## src/rtl/chg_cycle_pkg.sv

```systemverilog
package chg_cycle_pkg;
  typedef enum logic [2:0] {
    ST_OFF,
    ST_DETECT,
    ST_TRICKLE,
    ST_FAST,
    ST_CV,
    ST_DONE,
    ST_FAULT
  } chg_state_e;
endpackage

```

## src/rtl/chg_ms_timer.sv

```systemverilog
module chg_ms_timer #(
  parameter int CW = 8
) (
  input  logic          clk,
  input  logic          rst_n,
  input  logic          clr,
  input  logic          inc,
  output logic [CW-1:0] cnt
);
  logic [CW-1:0] cnt_nx;

  // clear wins; count saturates
  always_comb begin
    cnt_nx = cnt;
    if (clr)                  cnt_nx = '0;
    else if (inc && cnt != '1) cnt_nx = cnt + 1'b1;
  end

  always_ff @(posedge clk or negedge rst_n) begin
    if (!rst_n) cnt <= '0;
    else        cnt <= cnt_nx;
  end
endmodule

```

## src/rtl/chg_setpoints.sv

```systemverilog
module chg_setpoints #(
  parameter int VW          = 13,
  parameter int IW          = 10,
  parameter int VTERM_LO_MV = 4100,
  parameter int VTERM_HI_MV = 4200,
  parameter int RECH_PCT    = 97,
  parameter int ITERM_PCT   = 10,
  parameter int ITRK_PCT    = 10
) (
  input  logic          vterm_hi,
  input  logic [IW-1:0] ilim_ma,
  output logic [VW-1:0] vterm_mv,
  output logic [VW-1:0] vrech_mv,
  output logic [IW-1:0] iterm_ma,
  output logic [IW-1:0] itrk_ma
);
  localparam int VPW = VW + 7;
  localparam int IPW = IW + 7;

  logic [VPW-1:0] vprod;
  logic [IPW-1:0] tprod, kprod;

  always_comb begin
    vterm_mv = vterm_hi ? VW'(VTERM_HI_MV) : VW'(VTERM_LO_MV);
    vprod    = VPW'(vterm_mv) * VPW'(RECH_PCT);
    vrech_mv = VW'(vprod / VPW'(100));
    tprod    = IPW'(ilim_ma) * IPW'(ITERM_PCT);
    kprod    = IPW'(ilim_ma) * IPW'(ITRK_PCT);
    iterm_ma = IW'(tprod / IPW'(100));
    itrk_ma  = IW'(kprod / IPW'(100));
  end
endmodule

```

## src/rtl/chg_cycle_ctrl.sv

```systemverilog
module chg_cycle_ctrl
  import chg_cycle_pkg::*;
#(
  parameter int VW            = 13,
  parameter int IW            = 10,
  parameter int RETRY_MS      = 500,
  parameter int TRICKLE_TO_MS = 600000,
  parameter int CHARGE_TO_MS  = 25200000,
  parameter int PRESENT_MV    = 1000,
  parameter int MIN_CHG_MV    = 2100,
  parameter int FAST_MV       = 2900
) (
  input  logic          clk,
  input  logic          rst_n,
  input  logic          ms_tick,
  input  logic          vbus_ok,
  input  logic          hdrm_ok,
  input  logic          vterm_hi,
  input  logic [IW-1:0] ilim_ma,
  input  logic          temp_ok,
  input  logic          temp_reduce,
  input  logic          short_det,
  input  logic          self_fault,
  input  logic [VW-1:0] vbat_mv,
  input  logic [IW-1:0] ibat_ma,
  output logic [IW-1:0] ichg_tgt_ma,
  output logic [VW-1:0] vchg_tgt_mv,
  output logic          chg_n,
  output logic          err_n
);
  localparam int MAX_A = (TRICKLE_TO_MS > CHARGE_TO_MS) ? TRICKLE_TO_MS : CHARGE_TO_MS;
  localparam int MAX_T = (RETRY_MS > MAX_A) ? RETRY_MS : MAX_A;
  localparam int TW    = $clog2(MAX_T + 1);

  chg_state_e    state_q, state_nx;
  logic          tmr_clr, tmr_inc;
  logic [TW-1:0] tmr_cnt;
  logic [VW-1:0] vterm_mv, vrech_mv;
  logic [IW-1:0] iterm_ma, itrk_ma;
  logic          hard_err, under_v, chg_phase, chg_on;

  chg_setpoints #(.VW(VW), .IW(IW)) u_setp (
    .vterm_hi (vterm_hi),
    .ilim_ma  (ilim_ma),
    .vterm_mv (vterm_mv),
    .vrech_mv (vrech_mv),
    .iterm_ma (iterm_ma),
    .itrk_ma  (itrk_ma)
  );

  chg_ms_timer #(.CW(TW)) u_tmr (
    .clk   (clk),
    .rst_n (rst_n),
    .clr   (tmr_clr),
    .inc   (tmr_inc),
    .cnt   (tmr_cnt)
  );

  assign hard_err  = short_det | self_fault;
  assign under_v   = vbat_mv < VW'(MIN_CHG_MV);
  assign chg_phase = (state_q == ST_TRICKLE) || (state_q == ST_FAST) || (state_q == ST_CV);
  assign chg_on    = chg_phase && hdrm_ok;

  // next-state and timer control
  always_comb begin
    state_nx = state_q;
    tmr_clr  = 1'b0;
    tmr_inc  = 1'b0;
    if (!vbus_ok) begin
      state_nx = ST_OFF;
    end else begin
      case (state_q)
        ST_OFF:    state_nx = ST_DETECT;
        ST_DETECT: begin
          if (hard_err) state_nx = ST_FAULT;
          else begin
            tmr_inc = ms_tick;
            if (tmr_cnt == '0 && vbat_mv >= VW'(PRESENT_MV)) state_nx = ST_TRICKLE;
            else if (ms_tick && tmr_cnt == TW'(RETRY_MS - 1)) tmr_clr = 1'b1;
          end
        end
        ST_TRICKLE: begin
          if (hard_err || under_v || tmr_cnt >= TW'(TRICKLE_TO_MS)) state_nx = ST_FAULT;
          else if (hdrm_ok) begin
            tmr_inc = ms_tick;
            if (vbat_mv >= VW'(FAST_MV)) state_nx = ST_FAST;
          end
        end
        ST_FAST: begin
          if (hard_err || under_v || tmr_cnt >= TW'(CHARGE_TO_MS)) state_nx = ST_FAULT;
          else if (hdrm_ok) begin
            tmr_inc = ms_tick;
            if (vbat_mv >= vterm_mv) state_nx = ST_CV;
          end
        end
        ST_CV: begin
          if (hard_err || under_v || tmr_cnt >= TW'(CHARGE_TO_MS)) state_nx = ST_FAULT;
          else if (hdrm_ok) begin
            tmr_inc = ms_tick;
            if (ibat_ma <= iterm_ma) state_nx = ST_DONE;
          end
        end
        ST_DONE: begin
          if (hard_err) state_nx = ST_FAULT;
          else if (vbat_mv < vrech_mv) state_nx = ST_FAST;
        end
        default: state_nx = ST_FAULT;
      endcase
    end
    // phase timer restarts on entry to probe, pre-charge and constant current
    if (state_nx != state_q &&
        (state_nx == ST_DETECT || state_nx == ST_TRICKLE || state_nx == ST_FAST))
      tmr_clr = 1'b1;
  end

  always_ff @(posedge clk or negedge rst_n) begin
    if (!rst_n) state_q <= ST_OFF;
    else        state_q <= state_nx;
  end

  // setpoints and indicators
  always_comb begin
    ichg_tgt_ma = '0;
    if (chg_on && temp_ok) begin
      case (state_q)
        ST_TRICKLE: ichg_tgt_ma = itrk_ma;
        ST_FAST:    ichg_tgt_ma = temp_reduce ? (ilim_ma >> 1) : ilim_ma;
        default:    ichg_tgt_ma = ilim_ma;
      endcase
    end
    vchg_tgt_mv = (chg_phase || state_q == ST_DONE) ? vterm_mv : '0;
    chg_n       = ~chg_on;
    err_n       = (state_q != ST_FAULT);
  end

  // a fault holds while the supply stays up
  p_fault_hold_r9: assert property (@(posedge clk) disable iff (!rst_n)
    (state_q == ST_FAULT && vbus_ok) |=> (state_q == ST_FAULT));

  // supply loss always returns to idle
  p_vbus_loss_r9: assert property (@(posedge clk) disable iff (!rst_n)
    !vbus_ok |=> (state_q == ST_OFF && err_n && ichg_tgt_ma == '0));

  // constant voltage is reached only from constant current
  p_cv_entry_r4: assert property (@(posedge clk) disable iff (!rst_n)
    (state_q != ST_FAST && state_q != ST_CV) |=> (state_q != ST_CV));

  // completion is reached only from constant voltage
  p_done_entry_r5: assert property (@(posedge clk) disable iff (!rst_n)
    (state_q != ST_CV && state_q != ST_DONE) |=> (state_q != ST_DONE));

  // fault indicator excludes charging
  p_err_no_chg_r8: assert property (@(posedge clk) disable iff (!rst_n)
    !err_n |-> (chg_n && ichg_tgt_ma == '0));

  // no current without headroom
  p_headroom_r10: assert property (@(posedge clk) disable iff (!rst_n)
    !hdrm_ok |-> (ichg_tgt_ma == '0 && chg_n));

  // pre-charge count never passes its limit
  p_trk_bound_r7: assert property (@(posedge clk) disable iff (!rst_n)
    (state_q == ST_TRICKLE) |-> (tmr_cnt <= TW'(TRICKLE_TO_MS)));
endmodule

```

## config.mk

```make
export PLATFORM = sky130hd
export DESIGN_NAME = chg_cycle_ctrl
export DESIGN_NICKNAME = d
export VERILOG_FILES = /design/src/rtl/chg_cycle_pkg.sv /design/src/rtl/chg_ms_timer.sv /design/src/rtl/chg_setpoints.sv /design/src/rtl/chg_cycle_ctrl.sv
export SDC_FILE = /design/constraint.sdc
export NUM_CORES = 1
export LEC_CHECK = 0
export CORE_ASPECT_RATIO = 0.9
export CORE_MARGIN = 8
export CORE_UTILIZATION = 56
export DETAILED_ROUTE_END_ITERATION = 6
export PLACE_DENSITY = 0.83
export SLEW_MARGIN = 10
export SYNTH_ARGS = -nofsm -noshare
export SYNTH_HDL_FRONTEND = slang
export SYNTH_SLANG_ARGS = --single-unit
```

## constraint.sdc

```tcl
create_clock -name clk -period 13.4 [get_ports clk]
set_input_delay 3.35 -clock clk [delete_from_list [all_inputs] [get_ports clk]]
set_output_delay 3.35 -clock clk [all_outputs]
set_load 0.1 [all_outputs]
```

Word-level counts from Yosys, hierarchy flattened

Cells that the tools add are included.

Logic and storage cells: 81
Bits of input ports: 43
Output and inout bits: 25
Register bits: 28

Add/sub/neg operators: 1
$mul: 2
Eq/ne operators: 12
Reductions and logical operators: 18
Bitwise operators: 2
Muxes and demuxes: 34
Magnitude comparators: 8
Div/mod/pow operators: 2

Operator list:

| cell                    | number |
|---|---|
| $mux W25                | 2 |
| $mux W3                 | 14 |
| $add A25 B1 Y25 const B | 1 |
| $eq A25 B9 Y1 const B   | 1 |
| $ge A25 B20 Y1 const B  | 1 |
| $ge A25 B25 Y1 const B  | 1 |
| $logic_not A25 Y1       | 1 |
| $ne A25 B25 Y1 const B  | 1 |
| $div A20 B7 Y20 const B | 1 |
| $mul A13 B7 Y20 const B | 1 |
| $mux W10                | 2 |
| $pmux W10 S2            | 1 |
| $pmux W3 S6             | 1 |
| $div A14 B7 Y17 const B | 1 |
| $ge A13 B10 Y1 const B  | 1 |
| $ge A13 B12 Y1 const B  | 1 |
| $ge A13 B13 Y1          | 1 |
| $lt A13 B12 Y1 const B  | 1 |
| $lt A13 B13 Y1          | 1 |
| $mul A10 B3 Y13 const B | 1 |
| $mux W13                | 1 |
| $eq A3 B2 Y1 const B    | 4 |
| $mux W1                 | 11 |
| $le A10 B10 Y1          | 1 |
| other kinds (13)        | 27 |

Depth between registers and ports, before layout

Gate-level depths: netlist of run 1.

Word-level depth: 14
Mapped depth: 43
Depth with buffers taken out: 41

By module

Synthesis of run 1 repeated with hierarchy kept, for this count alone.

Cell total of the unflattened synthesis: 775
Area total of the unflattened synthesis: 5993.2 sq um

Modules (own cells, without submodules):

| module         | cells an instance | seq. area each (sq um) | area each (sq um) | times used |
|---|---|---|---|---|
| chg_setpoints  | 341               | 0.0                    | 2658.8            | 1 |
| chg_cycle_ctrl | 280               | 75.1                   | 1834.3            | 1 |
| chg_ms_timer   | 154               | 625.6                  | 1500.2            | 1 |

Least setup slack after synthesis of run 1

Ideal clock, no wire load.

Path kind: input -> output
Start: input port ilim_ma[1]
End: output port ichg_tgt_ma[1]
Arrival: 9.629 ns
Data required time: 10.050 ns
Stages on the path: 21
Buffers on the path: 0
Setup slack: 0.421 ns
Cells stage by stage: ha_1 ha_1 fa_1 a211oi_2 nor2_2 o311ai_4 nand2_1 maj3_2 a211oi_4 a31oi_2 maj3_2 a32o_2 a311oi_2 nand2_1 o32a_4 o32ai_1 nand3_1 a221o_1 nor2_1 nor2_1 a21oi_1

Longest elaborated chain between the ends: 4
Elaborated cells on any way between the ends: 5
Classes of those cells: mul: 1; div: 1; mux: 3

Ends and longest elaborated chain:

| element          | RTL line              | source |
|---|---|---|
| from (decl)      | chg_cycle_ctrl.sv:19  | `input logic [IW-1:0] ilim_ma,` |
| $mul A10 B3 Y13  | chg_setpoints.sv:28   | `kprod = IPW'(ilim_ma) * IPW'(ITRK_PCT);` |
| $div A14 B7 Y17  | chg_setpoints.sv:30   | `itrk_ma = IW'(kprod / IPW'(100));` |
| $pmux W10 S2 (*) | chg_cycle_ctrl.sv:125 | `case (state_q)` |
| $mux W10 (*)     | chg_cycle_ctrl.sv:124 | `if (chg_on && temp_ok) begin` |
| to (decl)        | chg_cycle_ctrl.sv:26  | `output logic [IW-1:0] ichg_tgt_ma,` |

Mark *: on every way between the ends. The rest lies on a longest branch, timed or not.

Final worst setup path of run 1

Start: input port ilim_ma[1]
End: output port ichg_tgt_ma[0]

Same word-level chain as after synthesis.

==> run_results.csv, run 1 <==
group,metric,value,unit
run_status,status,"completed",
power_and_ir_drop,finalPower,0.954,mW
route,num_vias,4602,
synth,synth_top_area_share,16.2,%
sta,fmax,76.2,MHz
cts,clk_pin_slew_worst_paths,0.09,ns
cts,cts_tree,"built",
route,wl_met1,5850,um
die,io-pin-count,68,
synth,yosys-top-cells-area,"dfrtp_1 (16%), ha_1 (9.0%), a21oi_1 (5.7%)",
route,viasPerCell,6.50,
finish,antennaDiodeCount,0,
global_routing,grt_pass1_vias,4394,
global_routing,grt.total_usage,23.0,%
route,drtIter0Drc,431,
die,core,7510,sq um
finish,final_cell_mix,"nor2_1 (65), clkdlybuf4s50_1 (55), a21oi_1 (48), nand2_1 (37), o21ai_0 (35)",
power_and_ir_drop,pwr-share-comb,83.7,%
die,row_count,30,
synth,ys.warnings.count,0,
finish,drive_above_1_share,8.33,%
synth,syn_area,4330,sq um
sta,max-slew-margin-rel,33.9,%
critical_path,cp.required,10.05,ns
die,die_h,99.4,um
synth,yosys.area.top_type,"dfrtp_1",
power_and_ir_drop,switching_share,59.1,%
synth,syn_area_per_cell,7.62,sq um
power_and_ir_drop,powerDensity,190,nW/um^2
sta,tns,0,ns
critical_path,cp.arrival,9.77,ns
route,wl_met2,5830,um
critical_path,crit_type,"primary input to output pin",
global_routing,antenna_found_initial,0,
synth,async_reset_ff_share,100,%
sta,tightestPinTransition,0.988,ns
critical_path,r2r_start,"u_tmr.cnt[8]",
placement,gp_congestion,1.01,
synth,syn_inst,568,
cts,postCtsHoldBufs,0,
critical_path,slowest_delay,0.63,ns
cts,post_cts_buffers,0,
critical_path,cp-startpoint,"ilim_ma[1]",
placement,hpwl,10000,um
sta,finalClockSkew,0.00389,ns
job,drv_cap,0,
sta,setup_viol,0,
cts,clk_path_buf_depth,2,
critical_path,cpMaxStageDelayCell,"clkdlybuf4s50_1",
sta,hold_ws,0.585,ns
critical_path,timing.rr.end,"u_tmr.cnt[20]",
critical_path,cp-endpoint,"ichg_tgt_ma[0]",
cts,cts_max_level,1,
power_and_ir_drop,power.share.clock,4.9,%
die,start_util,57.7,%
sta,hold_viol,0,
min_path,hp-class,"flip-flop to flip-flop",
global_routing,grt_pass1_wl,20900,um
synth,yosysUniqueCellTypes,89,
synth,ys.flop_type,"dfrtp_1",
synth,yosysSeqAreaShare,16.2,%
synth,synth_edf_count,0,
placement,io_buffers,59,
critical_path,crit_chain,"clkdlybuf4s50_1, ha_1, ha_1, fa_1, a211oi_2, nor2_2, o311ai_4, nand2_1, maj3_2, a211oi_4, a31oi_2, maj3_2, a32o_2, a311oi_2, nand2_1, o32a_4, o31a_4, o211ai_2, nor2_1, a2111oi_4, a21boi_2, a21oi_2, buf_12",
finish,area_growth,16.0,%
critical_path,r2r_slack,9.04,ns
sta,rsz0062_at_grt,"no",
die,design.die.area,10800,sq um
synth,ys_seq_elements,28,
critical_path,start_kind,"primary input",
power_and_ir_drop,p_leak,2.03,nW
route,wl_met3,743,um
route,antenna_left,0,
route,routed_wl,12600,um
finish,fin_nets,689,
critical_path,crit_fanout,6,
power_and_ir_drop,seqPwrFrac,11.5,%
route,dr.pass1.iters,5,
power_and_ir_drop,internal-power,0.390,mW
sta,min_period,13.12,ns
critical_path,end_kind,"output pin",
sta,final.period_utilization,97.9,%
global_routing,grt_max_degree,29,
route,routed.top_layer,"met4",
finish,layout_commonest_cell,"nor2_1",
sta,slew_violations,0,
die,die_x,109,um
cts,cts_inserted_buffers,3,
cts,clock_latency,0.28,ns
cts,clockRootBuffer,"clkbuf_8",
cts,cts_sinks,28,
route,wl_per_cell,17.8,um
power_and_ir_drop,switchingPower,0.564,mW
global_routing,grt.overflow.total,0,
power_and_ir_drop,irDropWorstVdd,0.000195,V
route,route.detailed.drc,0,
critical_path,reg2regPathDepth,16,
[critical path, delay by kind of cell]
family / cells / cell delay (ns)
AOI/OAI and AO/OA: 12 / 3.35
adders and majority gates: 5 / 1.70
buffers and inverters: 2 / 0.82
and+or+nand+nor: 4 / 0.54
[through the flow]
stage               area, sq um  cells  worst slack [ns]  utilization [%]
floorplan                  4350    575             0.421                -
global placement           4960    705             0.481             66.0
detailed placement         4960    705             0.413             66.0
CTS                        5000    708             0.398             66.6
global route               5020    708            0.0129             66.9
finish                     5020    708             0.276             66.9
[power groups by stage]
stage	Clock, mW	Combinational [mW]	Sequential, mW
3_5_place_dp	0	0.779	0.110
6_report	0.0466	0.798	0.109
3_3_place_gp	0	0.770	0.109
4_1_cts	0.0480	0.783	0.109
2_1_floorplan	0	0.634	0.0953
5_1_grt	0.0510	0.865	0.111
[state kept, by name (all words and copies together) (netlist names)]
| name | count |
|---|---|
| u_tmr.cnt | 25 |
| state_q | 3 |
[final cells by class]
class / instances / area (sq um)
Clock buffer: 3 / 41.3
Fill cell: 648 / 2490
Inverter: 14 / 52.6
Multi-Input combinational cell: 505 / 3480
Sequential cell: 28 / 701
Tap cell: 96 / 120
Timing Repair Buffer: 62 / 628
[layer usage]
layer	vias up	track usage (%)
met5	-	0
met4	0	6.41
met3	21	4.27
met2	184	36.1
met1	2183	31.4
li1	2214	-
[worst min-delay path by stage]
stage / depth (start not counted) / startpoint / to
finish: 2 / u_tmr.cnt[24] / u_tmr.cnt[24]
global route: 2 / u_tmr.cnt[20] / u_tmr.cnt[20]
CTS: 2 / u_tmr.cnt[24] / u_tmr.cnt[24]
detailed placement: 2 / u_tmr.cnt[24] / u_tmr.cnt[24]
global placement: 2 / u_tmr.cnt[24] / u_tmr.cnt[24]
floorplan: 2 / u_tmr.cnt[24] / u_tmr.cnt[24]
[kinds of logic (layout without fill, tap and decap cells)]
family / after synthesis / count (layout) / share of synthesized area, %
adder cells (fa/ha/maj): 34 / 34 / 9.95
AO/OA/AOI/OAI: 190 / 190 / 33.0
AND/OR/NAND/NOR: 230 / 230 / 27.2
multiplexers: 6 / 6 / 1.47
XOR/XNOR: 37 / 37 / 7.49
other: 1 / 8 / 0.0866
flip-flops: 28 / 28 / 16.2
buffers and inverters: 42 / 79 / 4.60
[Yosys cell counts (4+ instances only)]
cell,n
a21oi_1,49
nor4_1,7
nand2_1,37
inv_1,13
and3_1,9
and2_1,11
o21ai_1,6
nor2b_1,9
dfrtp_1,28
buf_4,10
o21ai_0,35
nand2b_1,9
or3_1,9
ha_1,31
xnor2_1,16
o21a_1,11
clkbuf_1,13
a211oi_1,5
nand4_1,9
o211ai_1,5
nand3b_1,4
o32ai_1,4
nor3_1,14
o31a_1,5
a21o_1,4
nor2_1,65
a21boi_0,4
xor2_1,21
a31oi_1,4
nand3_1,25
[timing repair]
action / CTS / global route
gates resized for setup: 0 / 5
hold endpoints to repair: 0 / 0
endpoints found under the setup margin: 0 / 2
Power figures use the tool's default switching activity.
==> run 2: changes to the inputs <==
--- a/config.mk
+++ b/config.mk
@@ -9,6 +9,7 @@
 export CORE_MARGIN = 8
 export CORE_UTILIZATION = 56
 export DETAILED_ROUTE_END_ITERATION = 6
+export MAX_ROUTING_LAYER = met4
 export PLACE_DENSITY = 0.83
 export SLEW_MARGIN = 10
 export SYNTH_ARGS = -nofsm -noshare
==> constraint.sdc (replaced) <==
create_clock -name clk -period 13.4 [get_ports clk]
set_input_delay 2.68 -clock clk [delete_from_list [all_inputs] [get_ports clk]]
set_output_delay 2.68 -clock clk [all_outputs]
set_load 0.1 [all_outputs]
==> run 2 against run 1 <==
Against the previous run: largest cell class unchanged; clock-buffer cell count unchanged; sequential cell count unchanged; worst setup slack improved by 1.2 ns.
==> run_results.csv, run 2 (synthesized netlist as in run 1, its figures left out) <==
group,metric,value,unit
min_path,hp-class,"flip-flop to flip-flop",
finish,top_regs,"u_tmr.cnt (25), state_q (3)",
placement,io_buffers,59,
sta,rsz0062_at_grt,"no",
finish,seq_area,701,sq um
cts,clk_path_buf_depth,2,
placement,place_ws,1.53,ns
die,start_util,57.7,%
cts,clock_latency,0.28,ns
power_and_ir_drop,switching_share,58.2,%
critical_path,start_kind,"primary input",
cts,cts_inserted_buffers,3,
finish,drive_above_1_share,7.53,%
route,route.detailed.drc,0,
cts,cts_max_level,1,
die,die_x,109,um
route,wl_per_cell,17.2,um
cts,clk_pin_slew_worst_paths,0.10,ns
die,io-pin-count,68,
sta,fmax,83.9,MHz
critical_path,end_kind,"output pin",
finish,final_cell_mix,"nor2_1 (65), clkdlybuf4s50_1 (57), a21oi_1 (49), nand2_1 (37), o21ai_0 (35)",
route,dr.pass1.iters,5,
critical_path,crit_type,"primary input to output pin",
finish,regMostFlops,"u_tmr.cnt",
sta,tightestPinTransition,0.998,ns
power_and_ir_drop,p_leak,2.02,nW
route,drtIter0Drc,401,
cts,postCtsHoldBufs,0,
sta,setup_viol,0,
finish,fillCellCount,630,
placement,gp_congestion,0.989,
critical_path,crit_fanout,6,
cts,cts-resized-gates,0,
placement,hpwl,9780,um
route,num_vias,4567,
cts,cts_tree,"built",
route,viasPerCell,6.46,
sta,tns,0,ns
die,row_count,30,
die,core,7510,sq um
finish,layout_commonest_cell,"nor2_1",
power_and_ir_drop,internal-power,0.402,mW
finish,area_growth,15.4,%
cts,cts_sinks,28,
route,routed_wl,12200,um
finish,fin_util,66.5,%
run_status,status,"completed",
die,die_h,99.4,um
global_routing,antenna_found_initial,0,
sta,min_period,11.92,ns
power_and_ir_drop,seqPwrFrac,11.3,%
critical_path,cp.arrival,9.24,ns
sta,fin_ws,1.48,ns
global_routing,grt.total_usage,23.0,%
finish,fin_nets,687,
sta,slew_violations,0,
cts,post_cts_buffers,0,
route,antenna_left,0,
finish,largest_reg_flops,25,
sta,finalClockSkew,0.00915,ns
power_and_ir_drop,power.share.clock,6.9,%
power_and_ir_drop,pwr-share-comb,81.8,%
sta,hold_ws,0.603,ns
critical_path,cp.required,10.72,ns
power_and_ir_drop,irDropWorstVdd,0.000159,V
finish,antennaDiodeCount,0,
power_and_ir_drop,switchingPower,0.560,mW
cts,clockRootBuffer,"clkbuf_8",
finish,multi_input_area,3450,sq um
sta,max-slew-margin-rel,33.2,%
sta,final.period_utilization,88.9,%
global_routing,grt.overflow.total,0,
global_routing,grt_max_degree,29,
power_and_ir_drop,powerDensity,193,nW/um^2
job,drv_cap,0,
global_routing,grt_pass1_vias,4476,
global_routing,grt_pass1_wl,20600,um
die,design.die.area,10800,sq um
sta,hold_viol,0,
## run 2: cell count changes in the layout (fill, tap and decap cells not counted), sizes merged
cell / previous run / this run
buf: 7 / 3
clkdlybuf4s50: 55 / 57
bufinv: 0 / 1
## run 2: cell type report
cell class	count	area share, %
Clock buffer	3	0.827
Multi-Input combinational cell	505	69.2
Clock inverter	1	0.602
Inverter	14	1.05
Timing Repair Buffer	60	11.9
Sequential cell	28	14.0
Tap cell	96	2.41
## run 2: path summary, 6_finish.rpt
check,start,end,slack (ns),cells after the start
setup / recovery,ilim_ma[1],ichg_tgt_ma[2],1.48,21
hold / removal,u_tmr.cnt[20],u_tmr.cnt[20],0.60,2
setup reg to reg,u_tmr.cnt[8],u_tmr.cnt[20],9.05,16
hold reg to reg,u_tmr.cnt[20],u_tmr.cnt[20],0.60,2
max in group asynchronous,rst_n,state_q[2],10.36,2
min in group asynchronous,rst_n,u_tmr.cnt[14],2.77,2
## run 2: stage by stage
stage	total power, mW	cells	instance area (sq um)
detailed placement	0.881	703	4920
finish	0.961	707	4990
global placement	0.866	703	4920
CTS	0.951	707	4990
global route	1.03	707	4990
floorplan	0.729	575	4350
## run 2: power by group through the flow
stage / logic [mW] / registers [mW] / clock network (mW)
CTS: 0.776 / 0.108 / 0.0675
floorplan: 0.634 / 0.0953 / 0
finish: 0.786 / 0.109 / 0.0665
detailed placement: 0.772 / 0.110 / 0
global placement: 0.757 / 0.109 / 0
global route: 0.851 / 0.111 / 0.0709
## run 2: worst max-delay path: stages
cell             delay (ns)
clkdlybuf4s50_1        0.61
ha_1                   0.29
ha_1                   0.23
fa_1                   0.44
a211oi_2               0.30
nor2_2                 0.13
o311ai_4               0.24
nand2_1                0.15
nor2_2                 0.28
inv_2                  0.13
o2111a_1               0.17
o211ai_2               0.14
a31oi_2                0.23
maj3_2                 0.35
a32o_2                 0.25
a311oi_2               0.35
nand2_1                0.14
o32a_4                 0.41
o31a_4                 0.40
a21oi_1                0.14
clkdlybuf4s50_1        1.15
## run 2: metal layers
layer / wire length (um) / GRT usage (%) / up-vias
met1: 5530 / 29.2 / 2163
met3: 500 / 1.62 / 26
li1: - / - / 2198
met2: 5900 / 38.8 / 180
met4: 251 / 5.57 / 0
met5: 0 / - / -
==> run 3: changes to the inputs <==
--- a/config.mk
+++ b/config.mk
@@ -5,6 +5,7 @@
 export SDC_FILE = /design/constraint.sdc
 export NUM_CORES = 1
 export LEC_CHECK = 0
+export ABC_AREA = 1
 export CORE_ASPECT_RATIO = 0.9
 export CORE_MARGIN = 8
 export CORE_UTILIZATION = 56
==> run 3 against run 2 <==
Against the previous run: first-iteration DRC count down 16%; clock power up 3%; clock skew up 0.0018 ns; clock-buffer cell count unchanged; area after synthesis up 0.17%; utilization up 0.53 points; final area up 1.3%; global-route usage up 0.43 points; die area up 0.14%; wire length up 2.7%; maximum frequency up 1.7%; worst hold slack worse by 0.037 ns.
==> run_results.csv, run 3 <==
group,metric,value,unit
die,start_util,57.5,%
placement,io_buffers,59,
global_routing,grt_pass1_wl,20500,um
sta,max-slew-margin-rel,33.8,%
cts,clk_pin_slew_worst_paths,0.11,ns
synth,synthMuxAreaShare,0.779,%
route,route.detailed.drc,0,
critical_path,r2r_slack,9.33,ns
critical_path,crit_type,"primary input to output pin",
sta,rsz0062_at_grt,"no",
finish,antennaDiodeCount,0,
die,core,7540,sq um
route,drtIter0Drc,337,
min_path,min_to,"u_tmr.cnt[5]",
finish,fin_nets,850,
critical_path,timing.rr.end,"u_tmr.cnt[12]",
power_and_ir_drop,irDropWorstVdd,0.000155,V
global_routing,grt.overflow.total,0,
cts,cts-resized-gates,0,
route,routed_wl,12500,um
finish,area_growth,16.7,%
cts,cts_tree,"built",
min_path,min_from,"u_tmr.cnt[5]",
die,design.die.area,10800,sq um
sta,tightestPinTransition,0.990,ns
synth,synth_top_family_by_area,"simple AND/OR/NAND/NOR gates",
power_and_ir_drop,p_leak,2.54,nW
synth,synth_edf_count,0,
synth,synth_fa_ha_area_share,9.41,%
synth,async_reset_ff_share,100,%
critical_path,slowest_delay,1.16,ns
synth,ys.warnings.count,0,
cts,clk_path_buf_depth,2,
route,dr.pass1.iters,6,
cts,post_cts_buffers,0,
cts,cts_inserted_buffers,3,
min_path,hp-class,"flip-flop to flip-flop",
global_routing,antenna_found_initial,0,
global_routing,grt_max_degree,29,
synth,syn_area,4340,sq um
finish,top_regs,"u_tmr.cnt (25), state_q (3)",
critical_path,cpMaxStageDelayCell,"clkdlybuf4s50_1",
synth,ys_seq_elements,28,
route,num_vias,4961,
global_routing,grt_pass1_vias,4539,
critical_path,cp.arrival,9.03,ns
min_path,min_delay_path_depth,1,
synth,ys.flop_type,"dfrtp_1",
cts,cts_max_level,1,
finish,drive_above_1_share,8.27,%
placement,place_ws,1.73,ns
power_and_ir_drop,powerDensity,229,nW/um^2
critical_path,start_kind,"primary input",
critical_path,cp.required,10.72,ns
job,drv_cap,0,
die,die_x,109,um
synth,synth_xor_area_share,1.99,%
sta,final.period_utilization,87.4,%
finish,largest_reg_flops,25,
finish,layout_commonest_cell,"nand2_1",
die,die_h,99.5,um
finish,regMostFlops,"u_tmr.cnt",
global_routing,grt.total_usage,23.4,%
route,antenna_left,0,
synth,syn_area_per_cell,6.04,sq um
synth,synth_common_cells,"nand2_1 (191), inv_1 (110), nor2_1 (75), nand3_1 (55), ha_1 (31)",
critical_path,end_kind,"output pin",
sta,finalClockSkew,0.0109,ns
sta,min_period,11.71,ns
sta,setup_viol,0,
cts,clockRootBuffer,"clkbuf_8",
synth,synth_most_common_cell,"nand2_1",
critical_path,r2r_start,"u_tmr.cnt[20]",
synth,yosys-top-cells-area,"nand2_1 (17%), dfrtp_1 (16%), inv_1 (9.5%)",
die,row_count,30,
synth,synth_simple_gate_area_share,45.7,%
die,io-pin-count,68,
placement,hpwl,10400,um
synth,yosysSeqAreaShare,16.2,%
finish,fillCellCount,665,
cts,cts_sinks,28,
synth,synth_top_area_share,16.5,%
critical_path,path_common_cell,"nand2_4",
placement,gp_congestion,1.01,
critical_path,crit_fanout,9,
cts,clock_latency,0.29,ns
run_status,status,"completed",
synth,yosysUniqueCellTypes,51,
sta,hold_viol,0,
critical_path,reg2regPathDepth,21,
sta,tns,0,ns
cts,postCtsHoldBufs,0,
sta,slew_violations,0,
synth,synth-compound-area-share,13.3,%
route,viasPerCell,5.70,
sta,fmax,85.4,MHz
synth,yosys.area.top_type,"nand2_1",
finish,final_cell_mix,"nand2_1 (191), inv_1 (110), nor2_1 (75), clkdlybuf4s50_1 (59), nand3_1 (55)",
route,wl_per_cell,14.4,um
sta,fin_ws,1.69,ns
synth,syn_inst,718,
-- run 3: cell types whose count changed after synthesis, sizes merged, moves of 10 or more --
cell,previous run,this run
nand2,38,219
inv,14,120
nand3,25,58
a21oi,51,22
xor2,21,6
nand4,9,23
nor2,68,81
xnor2,16,3
and2,12,2
clkbuf,14,4
-- run 3: power by group --
part | internal [mW] | switching, mW | total, mW | leakage (nW)
clock network | 0.0401 | 0.0284 | 0.0685 | 0.0357
logic | 0.316 | 0.678 | 0.994 | 2.11
registers | 0.0885 | 0.00654 | 0.0950 | 0.388
total | 0.445 | 0.713 | 1.16 | 2.54
-- run 3: worst max path at each step --
stage	startpoint	end	slack, ns
detailed placement	ilim_ma[1]	ichg_tgt_ma[0]	1.73
global route	ilim_ma[1]	ichg_tgt_ma[0]	1.19
floorplan	ilim_ma[1]	ichg_tgt_ma[0]	3.13
CTS	ilim_ma[1]	ichg_tgt_ma[0]	1.71
global placement	ilim_ma[1]	ichg_tgt_ma[0]	1.94
finish	ilim_ma[3]	ichg_tgt_ma[0]	1.69
-- run 3: per-layer routing --
metal,vias to the layer above,wire [um],global-route usage (%)
met4,0,125,3.79
met1,2262,5880,31.9
li1,2464,-,-
met2,223,5420,35.6
met5,-,0,-
met3,12,1080,4.65
-- run 3: per-stage QoR --
step           total power, mW  hold slack, ns  cells  area [sq um]  utilization (%)
2_1_floorplan            0.900           0.487    725          4360                -
3_3_place_gp              1.05           0.531    866          4990             66.1
3_5_place_dp              1.08           0.537    866          4990             66.1
4_1_cts                   1.15           0.553    870          5060             67.0
5_1_grt                   1.29           0.595    870          5060             67.0
6_report                  1.16           0.565    870          5060             67.0
-- run 3: logic make-up after synthesis --
family	after synthesis
DFF	28
AOI/OAI and AO/OA	94
and+or+nand+nor	415
buffers and inverters	136
xor gates and xnor gates	9
muxes	3
adders and majority gates	32
other	1
-- run 3: area by class of cell --
cell class | count | area [sq um] | share of cell area [%]
well taps | 96 | 120 | 2.38
clock buffers | 3 | 41.3 | 0.816
multi-input cells | 561 | 3110 | 61.6
flip-flops and latches | 28 | 701 | 13.9
clock inverters | 1 | 30.0 | 0.594
inverters | 121 | 454 | 8.98
repair buffers | 60 | 598 | 11.8
-- run 3: worst max-delay path: cells and delay by family --
kind            cells  cell delay (ns)
compound gates      1             0.16
simple gates       33             3.18
buf+inv             2             1.69
fa+ha+maj           3             0.94
xor+xnor            1             0.34
